--- config.mk ---
export PLATFORM = sky130hd
export DESIGN_NAME = kbc_mailbox
export DESIGN_NICKNAME = d
export VERILOG_FILES = /design/src/rtl/kbc_pkg.sv /design/src/rtl/kbc_host_port.sv /design/src/rtl/kbc_cmd_engine.sv /design/src/rtl/kbc_mailbox.sv
export SDC_FILE = /design/constraint.sdc
export NUM_CORES = 1
export LEC_CHECK = 0
export BUFFER_PORTS_ARGS = -buffer_cell sky130_fd_sc_hd__buf_2
export CAP_MARGIN = 15
export CORE_MARGIN = 2
export CORE_UTILIZATION = 40
export CTS_CLUSTER_SIZE = 24
export DETAILED_ROUTE_END_ITERATION = 12
export GPL_TIMING_DRIVEN = 0
export MAX_ROUTING_LAYER = met4
export PLACE_DENSITY = 0.69
export SLEW_MARGIN = 20
export SYNTH_ARGS = -nofsm -noshare
export SYNTH_HDL_FRONTEND = slang
export SYNTH_SLANG_ARGS = --single-unit
--- constraint.sdc ---
create_clock -name clk -period 1.81 [get_ports clk]
set_input_delay 0.181 -clock clk [delete_from_list [all_inputs] [get_ports clk]]
set_output_delay 0.181 -clock clk [all_outputs]
set_load 0.05 [all_outputs]
--- src/rtl/kbc_pkg.sv ---
package kbc_pkg;
  localparam logic [7:0] CMD_ENTER_UPD = 8'hB4;
  localparam logic [7:0] CMD_LEAVE_UPD = 8'hFE;
  localparam logic [7:0] REPLY_ACK     = 8'hFA;

  typedef enum logic [1:0] {
    PORT_NONE = 2'd0,
    PORT_CMD  = 2'd1,
    PORT_DATA = 2'd2
  } port_sel_e;
endpackage

--- src/rtl/kbc_host_port.sv ---
module kbc_host_port
  import kbc_pkg::*;
#(
  parameter int ADDR_W = 8,
  parameter logic [ADDR_W-1:0] CMD_ADDR  = 8'h64,
  parameter logic [ADDR_W-1:0] DATA_ADDR = 8'h60
) (
  input  logic              clk,
  input  logic              rst,
  input  logic              host_wr,
  input  logic              host_rd,
  input  logic [ADDR_W-1:0] host_addr,
  input  logic [7:0]        host_wdata,
  input  logic              in_full,
  input  logic              reply_load,
  input  logic [7:0]        reply_byte,
  output logic              wr_accept,
  output logic              wr_is_cmd,
  output logic [7:0]        wr_byte,
  output logic              out_full,
  output logic [7:0]        host_rdata
);
  port_sel_e sel;
  logic [7:0] out_buf;
  logic [7:0] status;

  always_comb begin
    if (host_addr == CMD_ADDR)       sel = PORT_CMD;
    else if (host_addr == DATA_ADDR) sel = PORT_DATA;
    else                             sel = PORT_NONE;
  end

  assign wr_accept = host_wr && (sel != PORT_NONE) && !in_full;
  assign wr_is_cmd = (sel == PORT_CMD);
  assign wr_byte   = host_wdata;
  assign status    = {6'b0, in_full, out_full};

  always_ff @(posedge clk) begin
    if (rst) begin
      out_buf    <= 8'h00;
      out_full   <= 1'b0;
      host_rdata <= 8'h00;
    end else begin
      if (host_rd) begin
        case (sel)
          PORT_CMD:  host_rdata <= status;
          PORT_DATA: host_rdata <= out_buf;
          default:   host_rdata <= 8'h00;
        endcase
      end
      if (reply_load) begin
        out_buf  <= reply_byte;
        out_full <= 1'b1;
      end else if (host_rd && sel == PORT_DATA) begin
        out_full <= 1'b0;
      end
    end
  end

  p_status_zero_r1: assert property (@(posedge clk) disable iff (rst)
    (host_rd && sel == PORT_CMD) |=> (host_rdata[7:2] == 6'b0));

  p_rd_clears_full_r5: assert property (@(posedge clk) disable iff (rst)
    (host_rd && sel == PORT_DATA && !reply_load) |=> !out_full);

  p_other_addr_zero_r10: assert property (@(posedge clk) disable iff (rst)
    (host_rd && sel == PORT_NONE) |=> (host_rdata == 8'h00));
endmodule

--- src/rtl/kbc_cmd_engine.sv ---
module kbc_cmd_engine
  import kbc_pkg::*;
#(
  parameter int CONSUME_CYCLES = 4,
  localparam int CNT_W = (CONSUME_CYCLES > 1) ? $clog2(CONSUME_CYCLES) : 1
) (
  input  logic       clk,
  input  logic       rst,
  input  logic       wr_accept,
  input  logic       wr_is_cmd,
  input  logic [7:0] wr_byte,
  output logic       in_full,
  output logic       reply_load,
  output logic [7:0] reply_byte,
  output logic       update_mode,
  output logic       sys_reset_pulse
);
  logic [7:0]       in_buf;
  logic             in_is_cmd;
  logic [CNT_W-1:0] wait_cnt;
  logic             consume;
  logic             is_enter, is_leave;

  assign consume  = in_full && (wait_cnt == CNT_W'(CONSUME_CYCLES - 1));
  assign is_enter = consume && in_is_cmd && (in_buf == CMD_ENTER_UPD);
  assign is_leave = consume && in_is_cmd && (in_buf == CMD_LEAVE_UPD);

  assign reply_load = is_enter;
  assign reply_byte = REPLY_ACK;

  always_ff @(posedge clk) begin
    if (rst) begin
      in_buf          <= 8'h00;
      in_is_cmd       <= 1'b0;
      in_full         <= 1'b0;
      wait_cnt        <= '0;
      update_mode     <= 1'b0;
      sys_reset_pulse <= 1'b0;
    end else begin
      sys_reset_pulse <= 1'b0;
      if (wr_accept) begin
        in_buf    <= wr_byte;
        in_is_cmd <= wr_is_cmd;
        in_full   <= 1'b1;
        wait_cnt  <= '0;
      end else if (consume) begin
        in_full <= 1'b0;
      end else if (in_full) begin
        wait_cnt <= wait_cnt + 1'b1;
      end
      if (is_enter) begin
        update_mode <= 1'b1;
      end else if (is_leave) begin
        if (update_mode) update_mode <= 1'b0;
        else             sys_reset_pulse <= 1'b1;
      end
    end
  end

  p_no_accept_full_r2: assert property (@(posedge clk) disable iff (rst)
    in_full |-> !wr_accept);

  p_enter_ack_r4: assert property (@(posedge clk) disable iff (rst)
    $rose(update_mode) |-> $past(reply_load));

  p_leave_quiet_r6: assert property (@(posedge clk) disable iff (rst)
    $fell(update_mode) |-> !sys_reset_pulse);

  p_reset_one_cycle_r7: assert property (@(posedge clk) disable iff (rst)
    sys_reset_pulse |=> !sys_reset_pulse);

  p_reset_normal_only_r7: assert property (@(posedge clk) disable iff (rst)
    sys_reset_pulse |-> !update_mode);
endmodule

--- src/rtl/kbc_mailbox.sv ---
module kbc_mailbox #(
  parameter int ADDR_W = 8,
  parameter logic [ADDR_W-1:0] CMD_ADDR  = 8'h64,
  parameter logic [ADDR_W-1:0] DATA_ADDR = 8'h60,
  parameter int CONSUME_CYCLES = 4
) (
  input  logic              clk,
  input  logic              rst,
  input  logic              host_wr,
  input  logic              host_rd,
  input  logic [ADDR_W-1:0] host_addr,
  input  logic [7:0]        host_wdata,
  output logic [7:0]        host_rdata,
  output logic              update_mode,
  output logic              sys_reset_pulse
);
  logic       in_full, out_full;
  logic       wr_accept, wr_is_cmd;
  logic [7:0] wr_byte;
  logic       reply_load;
  logic [7:0] reply_byte;

  kbc_host_port #(
    .ADDR_W(ADDR_W), .CMD_ADDR(CMD_ADDR), .DATA_ADDR(DATA_ADDR)
  ) u_port (
    .clk(clk), .rst(rst),
    .host_wr(host_wr), .host_rd(host_rd), .host_addr(host_addr),
    .host_wdata(host_wdata),
    .in_full(in_full), .reply_load(reply_load), .reply_byte(reply_byte),
    .wr_accept(wr_accept), .wr_is_cmd(wr_is_cmd), .wr_byte(wr_byte),
    .out_full(out_full), .host_rdata(host_rdata)
  );

  kbc_cmd_engine #(.CONSUME_CYCLES(CONSUME_CYCLES)) u_engine (
    .clk(clk), .rst(rst),
    .wr_accept(wr_accept), .wr_is_cmd(wr_is_cmd), .wr_byte(wr_byte),
    .in_full(in_full), .reply_load(reply_load), .reply_byte(reply_byte),
    .update_mode(update_mode), .sys_reset_pulse(sys_reset_pulse)
  );

  p_reply_sets_full_r4: assert property (@(posedge clk) disable iff (rst)
    reply_load |=> out_full);
endmodule

==> run metrics, run 1 <==
sequential area share after synthesis=39.7%; Residual DRC=0; Hold Path Depth=3; placed cells=157; switching share of total power=26.1%; Core ar.=0.00223 mm²; Filler Cells Inserted=220; synthesized area per cell=9.48 µm²; WS Path Type=register to register; fin crit share=79.2%; pwr dens=620 mW/mm²; Wirelength per Cell=13.1 µm; Site Rows=17; TNS Setup=0 ps; Reg area=380 µm²; status=finished, final reports clean; Max Cap Viol=0; worst-path fanout max=3; Seq pwr share=58.8%; Post-DRT Antenna Nets=0; top cell type's share of synthesized area=39.7%; die area=0.00280 mm²; headroom to the max-slew limit=58.1%; Die X=52.9 µm; Setup Buffers After CTS=0; YS warnings=0; pre-CTS WS=302 ps; PnR worst setup slack=376 ps; Netlist cell types=32; total chip power=719 µW; Pint=532 µW; Hold Buf Count CTS=0; LEAKAGE=0.453 nW; most frequent cells in the layout=31 x buf_2, 19 x dfxtp_1, 13 x a21oi_1, 12 x nand4_1, 9 x o31ai_2; initial antenna violation count=0; CP Launch Type=register; layout cell share with drive strength beyond 1=39.8%; R2R cell count=4; first-pass detailed-route iteration total=4; PostCTS Resize Cnt=0; total gr overflow=0; Synth async-reset ratio=0%; Ant. Diodes=0; final hold vios=0; number of synthesized flops with an enable pin=0; clk root buf=clkbuf_4; clock slew at reported path FFs=110 ps; FMAX=697 MHz; initial DRC count=15; VDD IR max=0.595 mV; height of the die=52.9 µm; synthesized cell area=957 µm²; Setup violations, final=0; Layout area overhead=21.2%; clk_skew=3.04 ps; Synth area leader=dfxtp_1; Gate power share=10.6%; CP endpoint kind=register; largest net degree at the start of global routing=12; Port Buffers=28; Cell Count, Final, Fillers Out=161; Worst Max-Slew Pin Slew=627 ps; RD Place Congestion=0.813; Synthesized Nets=122; Starting Density=42.9%; wirelength, routed=2110 µm; CTS tree=yes; H-tree depth=1; Clock Sinks=19; Slew Viols, Final=0; Synth Instances=101; Clock Power Share=30.6%; Longest Clk Path Bufs=2; CTS buffer count=3; Top FF cell, synth=dfxtp_1; vias in the first global route=893; top post-synthesis cells by area=dfxtp_1 40%, o31ai_2 12%, nand4_1 7.8%, a21oi_1 6.8%, buf_4 4.7%; clk_lat worst skew=300 ps; via count=890; Multi-input gate area=493 µm²; worst min-delay path class=input pin to register; gr usage total=18.5%; hpwl dp=1630 µm; #FFs+latches synth=19; Worst Path Required=2040 ps; vias per inst=5.53; Top Ports=30; RSZ-0062 raised after global routing=no; global-route wire length before repair=3740 µm; P_sw=188 µW; most common cell after layout, fill and taps aside=buf_2; minimum clock period=1430 ps; arrival time worst endpoint=1670 ps; WHS=126 ps; Layout Nets=155
synth_stat cells (2+ instances only):
library cell and count:
and2_1 2, buf_2 3, nor3_1 3, o21ai_0 2, a21oi_1 13, inv_1 2
clkbuf_1 3, o31ai_2 9, nand2b_1 4, buf_4 6, nand4_1 12, or3_1 2
nor2b_1 3, dfxtp_1 19
layout make-up:
cell class                 instances  area share (%)
buffer                            13            6.58
clock buffer                       3            1.94
clock inverter                     1           0.432
inverter                           2           0.647
multi-input combinational         67            42.5
sequential                        19            32.8
tap                               28            3.02
timing repair buffer              28            12.1
stage by stage:
stage               area (µm²)  utilization, %
global placement          1130            50.7
floorplan                  957               -
CTS                       1160            51.9
global route              1160            51.9
finish                    1160            51.9
detailed placement        1130            50.7
critical path: stages (launching register included):
cell      delay [ps]
dfxtp_1          370
ha_1             190
nand4b_1         160
or3_1            470
a31oi_1          180
power by group through the flow:
stage	combinational [mW]	sequential (mW)	clock [mW]
6_report	0.0762	0.423	0.220
4_1_cts	0.0763	0.423	0.225
3_5_place_dp	0.0760	0.433	0
3_3_place_gp	0.0748	0.432	0
2_1_floorplan	0.0341	0.439	0
5_1_grt	0.0840	0.424	0.240
sequential cells by signal (all words and copies together) (netlist names):
| signal | flops |
|---|---|
| u_engine.wait_cnt | 2 |
| u_port.out_full | 1 |
| u_port.out_buf | 1 |
| u_engine.in_is_cmd | 1 |
| u_engine.update_mode | 1 |
| u_engine.in_full | 1 |
| u_engine.in_buf | 8 |
| u_engine.sys_reset_pulse | 1 |
| u_port.host_rdata | 3 |
kinds of logic after synthesis:
| logic type | Yosys count | synth area share, % |
|---|---|---|
| buf+inv | 15 | 8.76 |
| simple gates | 35 | 25.0 |
| fa+ha+maj | 1 | 1.31 |
| flops | 19 | 39.7 |
| mux | 1 | 1.05 |
| other cells | 1 | 0.392 |
| xor+xnor | 1 | 0.915 |
| compound gates | 28 | 22.9 |
worst paths after layout:
| kind | start | end | slack (ps) |
|---|---|---|---|
| setup reg to reg | u_engine.wait_cnt[1] | u_engine.update_mode | 380 |
| hold / removal | host_wdata[1] | u_engine.in_buf[1] | 130 |
| setup / recovery | u_engine.wait_cnt[1] | u_engine.update_mode | 380 |
| hold reg to reg | u_port.out_buf[1] | u_port.out_buf[1] | 460 |
metal layers:
layer / global-route usage (%) / wire length, µm / part of all wire (%)
met3: 3.11 / 130 / 6.2
met1: 21.2 / 877 / 42
met2: 32.3 / 1080 / 51
met4: 7.26 / 16 / 0.76
met5: - / 0 / 0
Note: power is estimated with default switching activity, not from simulation.
==> run 2, diff against run 1 <==
Clock period 1.81 ns to 1.4 ns, I/O delays scaled along.
==> run metrics, run 2 (same netlist as run 1, synthesis figures left out) <==
status=finished, final reports clean; CP max stage cell=or3_4; Port Buffers=28 (unchanged); switching share of total power=26.1% (about the same); Gate power share=10.6% (about the same); Layout Nets=156 (+0.65%); final hold vios=0 (unchanged); CTS tree=yes; Post-DRT Antenna Nets=0 (unchanged); Residual DRC=0 (unchanged); clk root buf=clkbuf_4; clk_skew=1.25 ps (-1.79 ps); layout cell share with drive strength beyond 1=44.0% (+4.2 points); CP peak stage delay=420 ps (-50 ps); arrival time worst endpoint=1590 ps (-80 ps); initial antenna violation count=0 (unchanged); most common cell after layout, fill and taps aside=buf_2; Hold Buf Count CTS=0 (unchanged); CP Launch Type=register; Reg with most FFs=u_engine.in_buf; vias per inst=5.53 (about the same); RD Place Congestion=0.813 (unchanged); CTS buffer count=3 (unchanged); vias in the first global route=900 (+0.78%); Max Cap Viol=0 (unchanged); worst-path fanout max=3 (unchanged); crit-path leading delay family=simple AND/OR/NAND/NOR gates; Filler Cells Inserted=222 (+0.91%); H-tree depth=1 (unchanged); clock slew at reported path FFs=110 ps (about the same); Slew Viols, Final=0 (unchanged); met3 usage=3.11% (unchanged); Wirelength per Cell=13.3 µm (+1.5%); reg2reg setup slack=40 ps (-340 ps); gr usage total=18.6% (+0.061 points); Buffers & Inverters on Critical Path=0 (unchanged); clk_lat worst skew=300 ps (about the same); pre-CTS WS=-66.7 ps (-369 ps); global-route wire length before repair=3770 µm (+0.94%); Starting Density=42.9% (unchanged); CP endpoint kind=register; Clock Power Share=30.6% (about the same); biggest registers after layout=u_engine.in_buf (8), u_port.host_rdata (3), u_engine.wait_cnt (2); Seq pwr share=58.8% (about the same); RSZ-0062 raised after global routing=no; most frequent cells in the layout=31 x buf_2, 16 x dfxtp_1, 13 x a21oi_1, 12 x nand4_1, 9 x o31ai_2; first-pass detailed-route iteration total=4 (unchanged); total gr overflow=0 (unchanged); VDD IR max=0.766 mV (+29%); WS Path Type=register to register; max reg flops=8 (unchanged); Core ar.=0.00223 mm² (unchanged); fin crit share=97.1% (+18 points); Worst Max-Slew Pin Slew=634 ps (+7.37 ps); P_sw=242 µW (+29%); die area=0.00280 mm² (unchanged); Pint=688 µW (+29%); initial DRC count=25 (+10); total chip power=930 µW (+29%); wirelength, routed=2150 µm (+2.1%); Top Ports=30 (unchanged); Layout area overhead=23.5%; headroom to the max-slew limit=57.6% (-0.49 points); Die X=52.9 µm (unchanged); pwr dens=787 mW/mm² (+27%); Clock Sinks=19 (unchanged); CP cell instances=or3_1, or3_4, a31oi_1; GRT busiest layer=met2; met2 usage=32.3% (unchanged); minimum clock period=1360 ps (-74.9 ps); Longest Clk Path Bufs=2 (unchanged); Ant. Diodes=0 (unchanged); Setup violations, final=0 (unchanged); hpwl dp=1630 µm (unchanged); Site Rows=17 (unchanged); via count=896 (+0.67%); PnR worst setup slack=40.5 ps (-335 ps); worst min-delay path class=input pin to register; met1 Track Usage GR=21.3% (+0.17 points); FMAX=736 MHz (+5.5%); height of the die=52.9 µm (unchanged); largest net degree at the start of global routing=12 (unchanged); LEAKAGE=0.464 nW (+2.4%); Worst Path Required=1630 ps (-410 ps)
## run 2: final cells by class
class                   count  area [µm²]  area share (%)
plain buffers              13        76.3            6.46
clock buffers               3        22.5            1.90
clock inverters             1        5.00           0.423
inverters                   2        7.51           0.635
multi-input cells          67         504            42.6
flip-flops and latches     19         384            32.5
well taps                  28        35.0            2.96
repair buffers             29         148            12.5
## run 2: worst paths after layout
| kind | from | to | cells after the start |
|---|---|---|---|
| setup / recovery | u_engine.in_buf[3] | u_engine.update_mode | 3 |
| hold / removal | host_wdata[1] | u_engine.in_buf[1] | 3 |
| hold reg to reg | u_port.out_buf[1] | u_port.out_buf[1] | 2 |
| setup reg to reg | u_engine.in_buf[3] | u_engine.update_mode | 3 |
## run 2: layer usage
| layer | part of all wire, % | up-vias | routed length [µm] |
|---|---|---|---|
| met1 | 41 | 412 | 890 |
| li1 | - | 444 | - |
| met4 | 1.8 | 0 | 39 |
| met2 | 51 | 34 | 1090 |
| met3 | 6.0 | 6 | 130 |
| met5 | 0 | - | 0 |
## run 2: through the flow
stage | util, % | hold slack, ps | cells | instance area (µm²) | setup TNS [ps]
3_5_place_dp | 50.7 | 407 | 157 | 1130 | -333
4_1_cts | 52.3 | 78.3 | 161 | 1170 | 0
2_1_floorplan | - | 290 | 101 | 957 | 0
6_report | 52.9 | 85.6 | 162 | 1180 | 0
5_1_grt | 52.9 | 73.7 | 162 | 1180 | 0
3_3_place_gp | 50.7 | 404 | 157 | 1130 | -621
## run 2: power by group through the flow
stage                     combinational [mW]  sequential [mW]  clock [mW]
after floorplan                       0.0440            0.568           0
after global placement                0.0967            0.559           0
after detailed placement              0.0982            0.559           0
after CTS                             0.0987            0.547       0.290
after global routing                   0.109            0.548       0.311
final                                 0.0988            0.547       0.284
## run 2: tightest hold or removal path, stage by stage
cell and delay [ps]:
buf_2 100, nand4_1 60, a21oi_1 60
## run 2: what timing repair did
item	4_1_cts	5_1_grt
gates cloned	0	0
buffers inserted	0	1
pin swaps	1	1
endpoints found under the hold margin	0	0
setup endpoints to repair	3	3
gates resized for setup	3	2
==> run 3, diff against run 2 <==
Settings changed: CORE_UTILIZATION 40 to 49, PLACE_DENSITY 0.69 to 0.81.
==> run metrics, run 3 (same netlist as run 1, synthesis figures left out) <==
status=finished, final reports clean; Slew Viols, Final=0 (unchanged); H-tree depth=1 (unchanged); WS Path Type=register to register; reg2reg setup slack=40 ps (about the same); P_sw=241 µW (-0.48%); wirelength, routed=2220 µm (+3.3%); Clock Sinks=19 (unchanged); minimum clock period=1360 ps (+3.07 ps); clk root buf=clkbuf_4; R2R cell count=3 (unchanged); placed cells=154 (-1.9%); Reg-to-Reg End=u_engine.update_mode; worst-path fanout max=3 (unchanged); CP cell instances=or3_1, or3_4, a31oi_4; FMAX=734 MHz (-0.23%); Worst Path Required=1630 ps (about the same); CP peak stage delay=430 ps (about the same); Max Cap Viol=0 (unchanged); clk_lat worst skew=290 ps (about the same); switching share of total power=25.8% (-0.30 points); Residual DRC=0 (unchanged); Wirelength per Cell=14.0 µm (+5.2%); fin crit share=97.3% (+0.22 points); Ant. Diodes=0 (unchanged); clk_skew=1.64 ps (+0.397 ps); first-pass detailed-route iteration total=4 (unchanged); Gate power share=11.4% (+0.8 points); met2 usage=37.6% (+5.3 points); Layout Nets=156 (unchanged); hpwl dp=1630 µm (-0.29%); met3 usage=4.81% (+1.7 points); via count=915 (+2.1%); die area=0.00232 mm² (-17%); total gr overflow=0 (unchanged); Hold Path End=u_engine.in_buf[6]; TNS Setup=0 ps (unchanged); PnR worst setup slack=37.4 ps (-3.07 ps); met1 Track Usage GR=25.5% (+4.1 points); post-route cell area=0.00119 mm² (+0.64%); VDD IR max=0.645 mV (-16%); reg2reg start=u_engine.in_buf[3]; hold_sp=host_wdata[6]; Filler Cells Inserted=158 (-29%); CTS tree=yes; layout cell share with drive strength beyond 1=42.5% (-1.5 points); Setup violations, final=0 (unchanged); Area after DPL=0.00113 mm² (-0.33%); CP max stage cell=or3_4; pwr dens=787 mW/mm² (about the same); gr usage total=22.0% (+3.4 points); Pint=695 µW (+1.1%); clock slew at reported path FFs=110 ps (about the same); vias per inst=5.75 (+4.0%); final hold vios=0 (unchanged); Layout area overhead=24.3%; Die X=48.2 µm (-8.9%); CP Launch Type=register; global-route wire length before repair=3460 µm (-8.2%); crit-path leading delay family=simple AND/OR/NAND/NOR gates; CTS buffer count=3 (unchanged); Cell Count, Final, Fillers Out=159 (-1.9%); RSZ-0062 raised after global routing=no; largest net degree at the start of global routing=11 (-1); total chip power=936 µW (+0.66%); Worst Max-Slew Pin Slew=552 ps (-82.7 ps); Seq pwr share=58.4% (-0.4 points); headroom to the max-slew limit=63.1% (+5.5 points); initial antenna violation count=0 (unchanged); max reg flops=8 (unchanged); pre-CTS WS=-45.2 ps (+21.5 ps); GRT busiest layer=met2; Longest Clk Path Bufs=2 (unchanged); Site Rows=15 (-2); worst min-delay path class=input pin to register; CP endpoint kind=register; Buffers & Inverters on Critical Path=0 (unchanged); Core ar.=0.00178 mm² (-20%); Clock Power Share=30.2% (-0.4 points); most common cell after layout, fill and taps aside=buf_2; vias in the first global route=811 (-9.9%); height of the die=48.2 µm (-8.9%); biggest registers after layout=u_engine.in_buf (8), u_port.host_rdata (3), u_engine.wait_cnt (2); most frequent cells in the layout=31 x buf_2, 18 x dfxtp_1, 13 x a21oi_1, 12 x nand4_1, 9 x o31ai_2; Top Ports=30 (unchanged); Starting Density=53.7% (+11 points); arrival time worst endpoint=1590 ps (about the same); LEAKAGE=0.461 nW (-0.62%); Reg with most FFs=u_engine.in_buf; initial DRC count=19 (-24%); Post-DRT Antenna Nets=0 (unchanged); Port Buffers=28 (unchanged); RD Place Congestion=0.830 (+2.1%); Hold Path Depth=3 (unchanged)
-- run 3: cell count changes in the layout (fill, tap and decap cells not counted), sizes merged --
cell,change
clkinv,-1
clkbuf,+1
-- run 3: per-stage QoR --
stage / hold WS (ps) / util, %
6_report: 91.7 / 66.7
5_1_grt: 79.8 / 66.7
4_1_cts: 91.7 / 65.5
3_5_place_dp: 408 / 63.3
3_3_place_gp: 405 / 63.3
2_1_floorplan: 290 / -
-- run 3: worst reg2reg max path, delay by kind of cell (launching register included) --
family           cells  cell delay [ps]
AO/OA/AOI/OAI        1              170
flip-flops           1              340
AND/OR/NAND/NOR      2              790
-- run 3: routing by layer --
layer  vias up  wire [µm]
met4         0          9
li1        441          -
met2        25       1170
met1       447        937
met5         -          0
met3         2        103
-- run 3: timing repair --
| action | 4_1_cts | 5_1_grt |
|---|---|---|
| pin swaps | 1 | 1 |
| buffers inserted | 1 | 0 |
| hold endpoints to repair | 0 | 0 |
| setup endpoints to repair | 3 | 3 |
| resized for setup | 2 | 3 |
| hold buffers | 0 | 0 |
-- run 3: worst max path at each step --
stage          depth (start not counted)                    to  slack (ps)            startpoint
2_1_floorplan                          4  u_engine.update_mode         160  u_engine.wait_cnt[0]
3_3_place_gp                           5  u_port.host_rdata[1]         -40          host_addr[3]
3_5_place_dp                           4  u_engine.update_mode         -50  u_engine.wait_cnt[0]
4_1_cts                                4  u_engine.update_mode          10  u_engine.wait_cnt[0]
5_1_grt                                3  u_engine.update_mode        0.05    u_engine.in_buf[3]
6_report                               3  u_engine.update_mode          40    u_engine.in_buf[3]
-- run 3: power by group through the flow --
stage	logic, mW	registers [mW]	clock network (mW)
CTS	0.0983	0.547	0.281
floorplan	0.0440	0.568	0
global placement	0.0951	0.559	0
finish	0.107	0.547	0.283
global route	0.114	0.548	0.307
detailed placement	0.0979	0.559	0
-- run 3: layout make-up --
cell class | count | area (µm²) | share of cell area [%]
repair buffers | 29 | 148 | 12.4
clock buffers | 4 | 26.3 | 2.21
multi-input cells | 67 | 519 | 43.6
plain buffers | 13 | 76.3 | 6.41
inverters | 2 | 7.51 | 0.631
flip-flops and latches | 19 | 382 | 32.1
well taps | 25 | 31.3 | 2.63
